**src/rtl/hpl_pkg.sv**
```systemverilog
package hpl_pkg;
  typedef enum logic [1:0] {
    LS_SE0 = 2'b00,
    LS_J   = 2'b01,
    LS_K   = 2'b10,
    LS_SE1 = 2'b11
  } line_t;
endpackage

```
**src/rtl/hpl_line_decode.sv**
```systemverilog
module hpl_line_decode
  import hpl_pkg::*;
(
  input  logic  dp,
  input  logic  dm,
  input  logic  low_speed,
  output line_t ls
);
  always_comb begin
    if (!dp && !dm)     ls = LS_SE0;
    else if (dp && dm)  ls = LS_SE1;
    else if (dp ^ low_speed) ls = LS_J;
    else                ls = LS_K;
  end
endmodule

```
**src/rtl/hpl_attach_ctl.sv**
```systemverilog
module hpl_attach_ctl #(
  parameter int DEBOUNCE_CYC = 25000,
  parameter int DISC_CYC     = 625
) (
  input  logic clk,
  input  logic rst_ni,
  input  logic dp,
  input  logic dm,
  output logic connected,
  output logic full_speed
);
  localparam int MAXC = (DEBOUNCE_CYC > DISC_CYC) ? DEBOUNCE_CYC : DISC_CYC;
  localparam int CW   = $clog2(MAXC + 1);
  localparam logic [CW-1:0] DEB_LAST  = CW'(DEBOUNCE_CYC - 1);
  localparam logic [CW-1:0] DISC_LAST = CW'(DISC_CYC - 1);

  logic [CW-1:0] cnt_q, cnt_d;
  logic          conn_q, conn_d, fs_q, fs_d;
  logic          prev_dp_q, prev_valid_q;
  logic          valid, same, se0;

  always_comb begin
    valid  = dp ^ dm;
    same   = valid && prev_valid_q && (dp == prev_dp_q);
    se0    = !dp && !dm;
    cnt_d  = cnt_q;
    conn_d = conn_q;
    fs_d   = fs_q;
    if (!conn_q) begin
      if (same) begin
        if (cnt_q >= DEB_LAST) begin
          conn_d = 1'b1;
          fs_d   = dp;
          cnt_d  = '0;
        end else begin
          cnt_d = cnt_q + 1'b1;
        end
      end else begin
        cnt_d = '0;
      end
    end else begin
      if (se0) begin
        if (cnt_q >= DISC_LAST) begin
          conn_d = 1'b0;
          cnt_d  = '0;
        end else begin
          cnt_d = cnt_q + 1'b1;
        end
      end else begin
        cnt_d = '0;
      end
    end
  end

  always_ff @(posedge clk or negedge rst_ni) begin
    if (!rst_ni) begin
      cnt_q        <= '0;
      conn_q       <= 1'b0;
      fs_q         <= 1'b0;
      prev_dp_q    <= 1'b0;
      prev_valid_q <= 1'b0;
    end else begin
      cnt_q        <= cnt_d;
      conn_q       <= conn_d;
      fs_q         <= fs_d;
      prev_dp_q    <= dp;
      prev_valid_q <= valid;
    end
  end

  assign connected  = conn_q;
  assign full_speed = fs_q;


  attach_needs_single_high_chk: assert property (@(posedge clk) disable iff (!rst_ni)
    $rose(conn_q) |-> $past(dp ^ dm));

  detach_needs_se0_chk: assert property (@(posedge clk) disable iff (!rst_ni)
    $fell(conn_q) |-> $past(!dp && !dm));

  speed_held_chk: assert property (@(posedge clk) disable iff (!rst_ni)
    (conn_q && $past(conn_q)) |-> $stable(fs_q));
endmodule

```
**src/rtl/hpl_idle_timer.sv**
```systemverilog
module hpl_idle_timer #(
  parameter int SUSPEND_CYC = 750000
) (
  input  logic clk,
  input  logic rst_ni,
  input  logic connected,
  input  logic is_j,
  output logic suspend
);
  localparam int CW = $clog2(SUSPEND_CYC + 1);
  localparam logic [CW-1:0] LAST = CW'(SUSPEND_CYC - 1);

  logic [CW-1:0] cnt_q, cnt_d;
  logic          susp_q, susp_d;
  logic          idle_now;

  always_comb begin
    idle_now = connected && is_j;
    if (!idle_now)         cnt_d = '0;
    else if (cnt_q < LAST) cnt_d = cnt_q + 1'b1;
    else                   cnt_d = cnt_q;
    susp_d = idle_now && (cnt_q >= LAST);
  end

  always_ff @(posedge clk or negedge rst_ni) begin
    if (!rst_ni) begin
      cnt_q  <= '0;
      susp_q <= 1'b0;
    end else begin
      cnt_q  <= cnt_d;
      susp_q <= susp_d;
    end
  end

  assign suspend = susp_q;


  suspend_only_connected_chk: assert property (@(posedge clk) disable iff (!rst_ni)
    susp_q |-> connected);

  activity_clears_suspend_chk: assert property (@(posedge clk) disable iff (!rst_ni)
    !is_j |=> !susp_q);

  suspend_after_idle_chk: assert property (@(posedge clk) disable iff (!rst_ni)
    $rose(susp_q) |-> $past(is_j));
endmodule

```
**src/rtl/hub_port_line_monitor.sv**
```systemverilog
module hub_port_line_monitor
  import hpl_pkg::*;
#(
  parameter int DEBOUNCE_CYC = 25000,
  parameter int DISC_CYC     = 625,
  parameter int SUSPEND_CYC  = 750000
) (
  input  logic       clk,
  input  logic       rst_n,
  input  logic       dp,
  input  logic       dm,
  output logic       connected,
  output logic       full_speed,
  output logic [1:0] line_state,
  output logic       illegal_se1,
  output logic       suspend
);
  logic [1:0] rst_sync_q;
  logic       rst_ni;
  line_t      ls;

  always_ff @(posedge clk or negedge rst_n) begin
    if (!rst_n) rst_sync_q <= 2'b00;
    else        rst_sync_q <= {rst_sync_q[0], 1'b1};
  end
  assign rst_ni = rst_sync_q[1];

  hpl_attach_ctl #(.DEBOUNCE_CYC(DEBOUNCE_CYC), .DISC_CYC(DISC_CYC)) u_attach (
    .clk(clk), .rst_ni(rst_ni), .dp(dp), .dm(dm),
    .connected(connected), .full_speed(full_speed)
  );

  hpl_line_decode u_decode (
    .dp(dp), .dm(dm), .low_speed(connected && !full_speed), .ls(ls)
  );

  hpl_idle_timer #(.SUSPEND_CYC(SUSPEND_CYC)) u_idle (
    .clk(clk), .rst_ni(rst_ni), .connected(connected),
    .is_j(ls == LS_J), .suspend(suspend)
  );

  assign line_state  = ls;
  assign illegal_se1 = (ls == LS_SE1);
endmodule

```
**config.mk**
```make
export PLATFORM = sky130hd
export DESIGN_NAME = hub_port_line_monitor
export DESIGN_NICKNAME = d
export VERILOG_FILES = /design/src/rtl/hpl_pkg.sv /design/src/rtl/hpl_line_decode.sv /design/src/rtl/hpl_attach_ctl.sv /design/src/rtl/hpl_idle_timer.sv /design/src/rtl/hub_port_line_monitor.sv
export SDC_FILE = /design/constraint.sdc
export NUM_CORES = 1
export LEC_CHECK = 0
export BUFFER_PORTS_ARGS = -buffer_cell sky130_fd_sc_hd__buf_2
export CORE_MARGIN = 3
export CORE_UTILIZATION = 55
export CTS_CLUSTER_DIAMETER = 30
export CTS_CLUSTER_SIZE = 30
export DETAILED_ROUTE_END_ITERATION = 8
export PLACE_DENSITY = 0.68
export SYNTH_ARGS = -nofsm -noshare
export SYNTH_HDL_FRONTEND = slang
export SYNTH_HIERARCHICAL = 1
export SYNTH_SLANG_ARGS = --single-unit
```
**constraint.sdc**
```tcl
create_clock -name clk -period 1.5 [get_ports clk]
set_input_delay 0.15 -clock clk [delete_from_list [all_inputs] [get_ports clk]]
set_output_delay 0.15 -clock clk [all_outputs]
set_load 0.01 [all_outputs]
```
==> flow_metrics.tcl, run 1 <==
set metrics [dict create \
    synth-seq-cells 42 \
    synth_xor_area_share_pct 9.01 \
    place_ws_ns -0.272 \
    syn_inst 238 \
    grt_max_degree 41 \
    synth_top_family_by_area "simple AND/OR/NAND/NOR gates" \
    ys_seq_area_share_pct 43.3 \
    synthArstFlopShare_pct 100 \
    die_x_um 72.5 \
    synth_flop_cell "dfrtp_1" \
    crit_arrival_ns 2.02 \
    hold_viol 0 \
    portBuffers 9 \
    die_h_um 72.5 \
    final-seq-area_um2 1060 \
    synth_fa_ha_area_share_pct 2.06 \
    tightest_slew_ns 0.591 \
    final-setup-viol-count 41 \
    fillCellCount 175 \
    cts_buffers 5 \
    grt_pass1_wl_mm 11.5 \
    antennaDiodeCount 0 \
    status "finished, violations left" \
    wl_per_cell_um 21.2 \
    path_buf_inv 1 \
    finalPower_mw 2.07 \
    grt_usage_pct 28.4 \
    max_freq_mhz 546 \
    rsz0062_at_grt "true" \
    gp_congestion 0.877 \
    drt-total-wl_mm 8.29 \
    irDropWorstVdd_mv 0.461 \
    p_leak_nw 1.58 \
    synthMuxAreaShare_pct 2.21 \
    clk_path_buf_depth 2 \
    cts_sinks 42 \
    worst_ep_required_time_ns 1.69 \
    path_clk_slew_ns 0.08 \
    fin_worst_skew_ns 0.00753 \
    fin_crit_ns 1.83 \
    cp_slowest_stage_delay_ns 0.45 \
    synth_fp_nets 246 \
    core_area_um2 4140 \
    ant_nets 0 \
    avgSynthCellArea_um2 10.2 \
    pin_count 10 \
    syn2layout_area_growth_pct 53.9 \
    critPathSlowestCell "dfrtp_2" \
    placedCellCount 354 \
    dr.first_iter.drc_count 203 \
    synth-compound-area-share_pct 18.2 \
    powerDensity_nw_per_um2 554 \
    worstPathCellList "a2111oi_4 > a31oi_4 > buf_12 > a211oi_2 > xnor2_1 > nor2_1" \
    worstSetupPathType "reg -> reg" \
    startpoint_type "flip-flop" \
    final_cells 392 \
    synth.distinct_cells 58 \
    synth_edf_count 0 \
    crit_family "compound AO/OA/AOI/OAI gates" \
    start_util_pct 58.6 \
    slew_headroom_pct 60.4 \
    rows 23 \
    min_period_over_period_pct 122 \
    cts_root_buf "clkbuf_8" \
    critPathMaxFanout 6 \
    drive_above_1_share_pct 55.0 \
    ys.warnings.count 6 \
    drtPass1Iterations 5 \
    dr_total_vias 2447 \
    cap_violations 0 \
    grt_pass1_vias 2403 \
    fin_nets 349 \
    htreeDepth 2 \
    tns_ns -10.08 \
    syn_area_um2 2430 \
    antenna_found_initial 0 \
    routed_via_density 6.24 \
    failed_checks "negative setup slack" \
    die-area_um2 5250 \
    cts_tree "done" \
    hold_class "in -> async" \
    dp_hpwl_mm 4.32 \
    worstSetupEndpointType "flip-flop" \
    synth_simple_gate_area_share_pct 21.1 \
    multiInputGateArea_um2 1600 \
    worst_slack_ns -0.331 \
    gr-total-overflow 0 \
    drc_errors 0 \
    slew_violations 0 \
    insertion_delay_ns 0.31 \
]
## final timing paths
kind,start,to,slack (ns),cells after the start
max,u_idle/cnt_q[8]$_DFFE_PN0P_,u_idle/cnt_q[13]$_DFFE_PN0P_,-0.33,6
min,rst_n,rst_sync_q[1]$_DFF_PN0_,0.16,2
max reg2reg,u_idle/cnt_q[8]$_DFFE_PN0P_,u_idle/cnt_q[13]$_DFFE_PN0P_,-0.33,6
min reg2reg,rst_sync_q[1]$_DFF_PN0_,u_idle/cnt_q[6]$_DFFE_PN0P_,0.30,1
max in group asynchronous,rst_sync_q[1]$_DFF_PN0_,u_idle/cnt_q[10]$_DFFE_PN0P_,0.80,1
min in group clk,dm,u_attach/prev_valid_q$_DFF_PN0_,0.19,3
## registers in the layout (all words and copies together), names as in the netlist
signal	flops
u_attach/cnt_q	15
u_attach/full_speed	1
u_attach/connected	1
u_idle/suspend	1
rst_sync_q	2
u_idle/cnt_q	20
u_attach/prev_valid_q	1
u_attach/prev_dp_q	1
## worst reg2reg max path: cells and delay by family, from the launching register on
kind | cells | cell delay [ns]
AO/OA/AOI/OAI | 3 | 0.82
XOR/XNOR | 1 | 0.19
buffers and inverters | 1 | 0.21
flip-flops | 1 | 0.45
AND/OR/NAND/NOR | 1 | 0.06
## Yosys cell counts, types with 4 or more instances
cell | count | area (um^2)
and3_1 | 4 | 25.0
nand3_1 | 12 | 60.1
a21oi_1 | 7 | 35.0
ha_1 | 4 | 50.1
a211oi_1 | 7 | 52.6
nand2_1 | 19 | 71.3
inv_1 | 13 | 48.8
xnor2_1 | 21 | 184
xor2_1 | 4 | 35.0
nand4_1 | 7 | 43.8
dfrtp_1 | 42 | 1050
nor3_1 | 7 | 35.0
nor2_1 | 19 | 71.3
a21oi_2 | 12 | 105
## cells by family (layout without fill, tap and decap cells)
group                      after synthesis  after routing
buffers and inverters                   20            123
DFF                                     42             42
adders and majority gates                4              4
and+or+nand+nor                         91             92
AOI/OAI and AO/OA                       50             50
xor gates and xnor gates                25             25
other                                    1              1
muxes                                    5              5
## cell type report
cell class | count | area share [%]
sequential | 42 | 28.4
multi-input combinational | 177 | 42.7
clock inverter | 1 | 0.134
inverter | 13 | 1.30
clock buffer | 7 | 2.31
tap | 50 | 1.67
timing repair buffer | 102 | 23.5
## cells in the final DEF (no fill, tap or decap), types with 3 or more instances in the layout
master	instances
nand2_2	4
buf_4	72
xor2_1	4
nand4_1	7
and2_4	3
nand3_1	10
buf_12	4
buf_2	6
nor3_2	4
dfrtp_1	34
nor3_1	4
a211oi_2	4
clkbuf_8	6
a21oi_2	14
buf_6	18
ha_1	3
nor2_1	17
dfrtp_2	8
nand2_1	13
inv_1	13
and3_1	4
a21oi_1	3
xnor2_1	18
a21oi_4	3
## through the flow
stage               area (um^2)  hold slack, ns  util [%]
floorplan                  2510          -0.146         -
global placement           3050         -0.0671      73.6
detailed placement         3050         -0.0609      73.6
CTS                        3520           0.177      85.1
global route               3740           0.169      90.2
finish                     3740           0.158      90.2
## metal layers
metal	vias up	GRT usage (%)	wire length, um
li1	1057	-	-
met1	1219	36.2	3360
met2	142	48.2	4130
met3	29	5.12	508
met4	0	10.7	295
met5	-	0	0
## power breakdown
part / switching, mW / internal (mW)
logic: 0.0794 / 0.0667
clock network: 0.410 / 0.372
registers: 0.00368 / 1.14
## what timing repair did
item                                    CTS  global route
gates resized for setup                  44            32
pin swaps                                25            21
gates cloned                              2             0
setup buffers                            20             9
hold buffers                              1             0
endpoints found under the setup margin   41            41
hold endpoints to repair                  2             0
Note: power is estimated with default switching activity, not from simulation.
==> run 2, diff against run 1 <==
==> constraint.sdc (replaced) <==
create_clock -name clk -period 1.7 [get_ports clk]
set_input_delay 0.17 -clock clk [delete_from_list [all_inputs] [get_ports clk]]
set_output_delay 0.17 -clock clk [all_outputs]
set_load 0.01 [all_outputs]
==> run 2 against run 1 <==
  * The run still ends with negative setup slack left
  * Critical endpoint is now u_idle/cnt_q[14]$_DFFE_PN0P_
  * Flip-flop and latch count stayed put
  * Largest cell class unchanged
  * Highest routed layer unchanged
  * Critical path type unchanged
  * Non-clock buffer count is 30 lower
  * Maximum frequency is 0.33% higher
  * Sequential share of layout area is 3.0 points higher
==> flow_metrics.tcl, run 2 (synthesized netlist as in run 1, its figures left out) <==
set metrics [dict create \
    status "finished, violations left" \
    failed_checks "negative setup slack" \
    insertion_delay_ns 0.31 \
    wl_per_cell_um 17.4 \
    path_clk_slew_ns 0.09 \
    ant_nets 0 \
    placed_cell_area_um2 2890 \
    rows 23 \
    cap_violations 0 \
    dr_total_vias 2144 \
    whs_endpoint "u_attach/prev_dp_q$_DFF_PN0_" \
    worst_ep_required_time_ns 1.89 \
    routed_via_density 5.92 \
    reg_top3 "u_idle/cnt_q: 20 flops, u_attach/cnt_q: 15 flops, rst_sync_q: 2 flops" \
    die-area_um2 5250 \
    fin_crit_ns 1.82 \
    min_period_over_period_pct 107 \
    groute.layer.met2.usage_pct 34.0 \
    r2r_end "u_idle/cnt_q[14]$_DFFE_PN0P_" \
    cts_buffers 5 \
    met3_usage_pct 5.12 \
    r2r_setup_slack_ns -0.12 \
    slew_violations 0 \
    slew_headroom_pct 58.8 \
    hold_slack_ns 0.0213 \
    max_freq_mhz 548 \
    largest_reg_flops 20 \
    grt.busiest_layer "met1" \
    use_met1_pct 34.0 \
    worstSetupPathType "reg -> reg" \
    startpoint_type "flip-flop" \
    grt_usage_pct 23.1 \
    cts_tree "done" \
    postLayoutCellArea_um2 3390 \
    crit_start "u_idle/cnt_q[7]$_DFFE_PN0P_" \
    critPathMaxFanout 8 \
    hold_start "dp" \
    worstRegToRegCells 6 \
    hold_class "in -> reg" \
    hold_viol 0 \
    worst_slack_ns -0.125 \
    powerDensity_nw_per_um2 577 \
    start_util_pct 58.6 \
    drtPass1Iterations 4 \
    final_common_cell "buf_4" \
    die_x_um 72.5 \
    worstSetupEndpointType "flip-flop" \
    fin_worst_skew_ns 0.00947 \
    r2r-start "u_idle/cnt_q[7]$_DFFE_PN0P_" \
    dp_hpwl_mm 3.85 \
    cts_root_buf "clkbuf_8" \
    htreeDepth 2 \
    grt_pass1_vias 1986 \
    pin_count 10 \
    irDropWorstVdd_mv 0.617 \
    final-setup-viol-count 24 \
    antenna_found_initial 0 \
    drc_errors 0 \
    grt_max_degree 23 \
    core_area_um2 4140 \
    antennaDiodeCount 0 \
    final_cell_mix "55 x buf_4, 33 x dfrtp_1, 19 x nor2_1, 19 x xnor2_1, 16 x nand2_1" \
    gr-total-overflow 0 \
    fin_nets 319 \
    syn2layout_area_growth_pct 39.4 \
    drive_above_1_share_pct 46.8 \
    rsz0062_at_grt "true" \
    grt_pass1_wl_mm 9.42 \
    gp_congestion 0.890 \
    drt-total-wl_mm 6.31 \
    die_h_um 72.5 \
    portBuffers 9 \
    finalPower_mw 1.96 \
    p_leak_nw 1.37 \
    tightest_slew_ns 0.615 \
    cts_sinks 42 \
    dr.first_iter.drc_count 148 \
    crit_arrival_ns 2.02 \
    holdPathStages 1 \
    clk_path_buf_depth 2 \
    top_register "u_idle/cnt_q" \
]
## run 2: cell types whose count changed in the layout (fill, tap and decap cells not counted), sizes merged
cell    delta
clkbuf     +1
buf       -31
bufinv     +1
clkinv     -1
## run 2: per-layer routing
metal | routed length [um] | share of wire (%)
met5 | 0 | 0
met4 | 116 | 1.8
met3 | 317 | 5.0
met2 | 3010 | 48
met1 | 2870 | 45
## run 2: stage by stage
step	instances	setup WS, ns	setup TNS, ns	util, %
2_1_floorplan	238	-0.0867	-0.146	-
3_3_place_gp	338	-0.0592	-0.301	69.7
3_5_place_dp	338	-0.165	-1.46	69.7
4_1_cts	351	-0.0861	-0.974	74.2
5_1_grt	362	-0.197	-3.47	81.8
6_report	362	-0.125	-1.50	81.8
## run 2: where the power goes
part | leakage, nW | internal [mW] | switching [mW]
combinational | 0.751 | 0.0398 | 0.0478
clock | 0.0585 | 0.479 | 0.368
sequential | 0.563 | 1.01 | 0.0144
## run 2: area by class of cell
cell class / count / area (um^2)
clock buffer: 7 / 86.3
clock inverter: 1 / 30.0
fill: 245 / 756
inverter: 13 / 48.8
multi-input combinational: 177 / 1510
sequential: 42 / 1060
tap: 50 / 62.6
timing repair buffer: 72 / 593
## run 2: worst max path at each step
stage                              endpoint  slack (ns)  cells past startpoint
3_3_place_gp   u_attach/cnt_q[14]$_DFF_PN0_       -0.06                      4
3_5_place_dp    u_attach/cnt_q[1]$_DFF_PN0_       -0.17                      4
6_report       u_idle/cnt_q[14]$_DFFE_PN0P_       -0.12                      6
4_1_cts        u_attach/cnt_q[10]$_DFF_PN0_       -0.09                      5
5_1_grt        u_idle/cnt_q[14]$_DFFE_PN0P_       -0.20                      6
2_1_floorplan   u_idle/cnt_q[2]$_DFFE_PN0P_       -0.09                      8
## run 2: worst max-delay path, stage by stage (launching register included)
cell and delay (ns):
dfrtp_1 0.42, a2111oi_4 0.44, a31oi_4 0.09, buf_12 0.17
a21oi_4 0.25, nand4_1 0.18, mux2i_1 0.15
## run 2: timing repair
item / in CTS / in global routing
cloned: 0 / 2
setup endpoints to repair: 18 / 38
endpoints found under the hold margin: 2 / 0
setup buffers: 4 / 9
hold buffers: 1 / 0
pin swaps: 2 / 13
gates resized for setup: 3 / 43
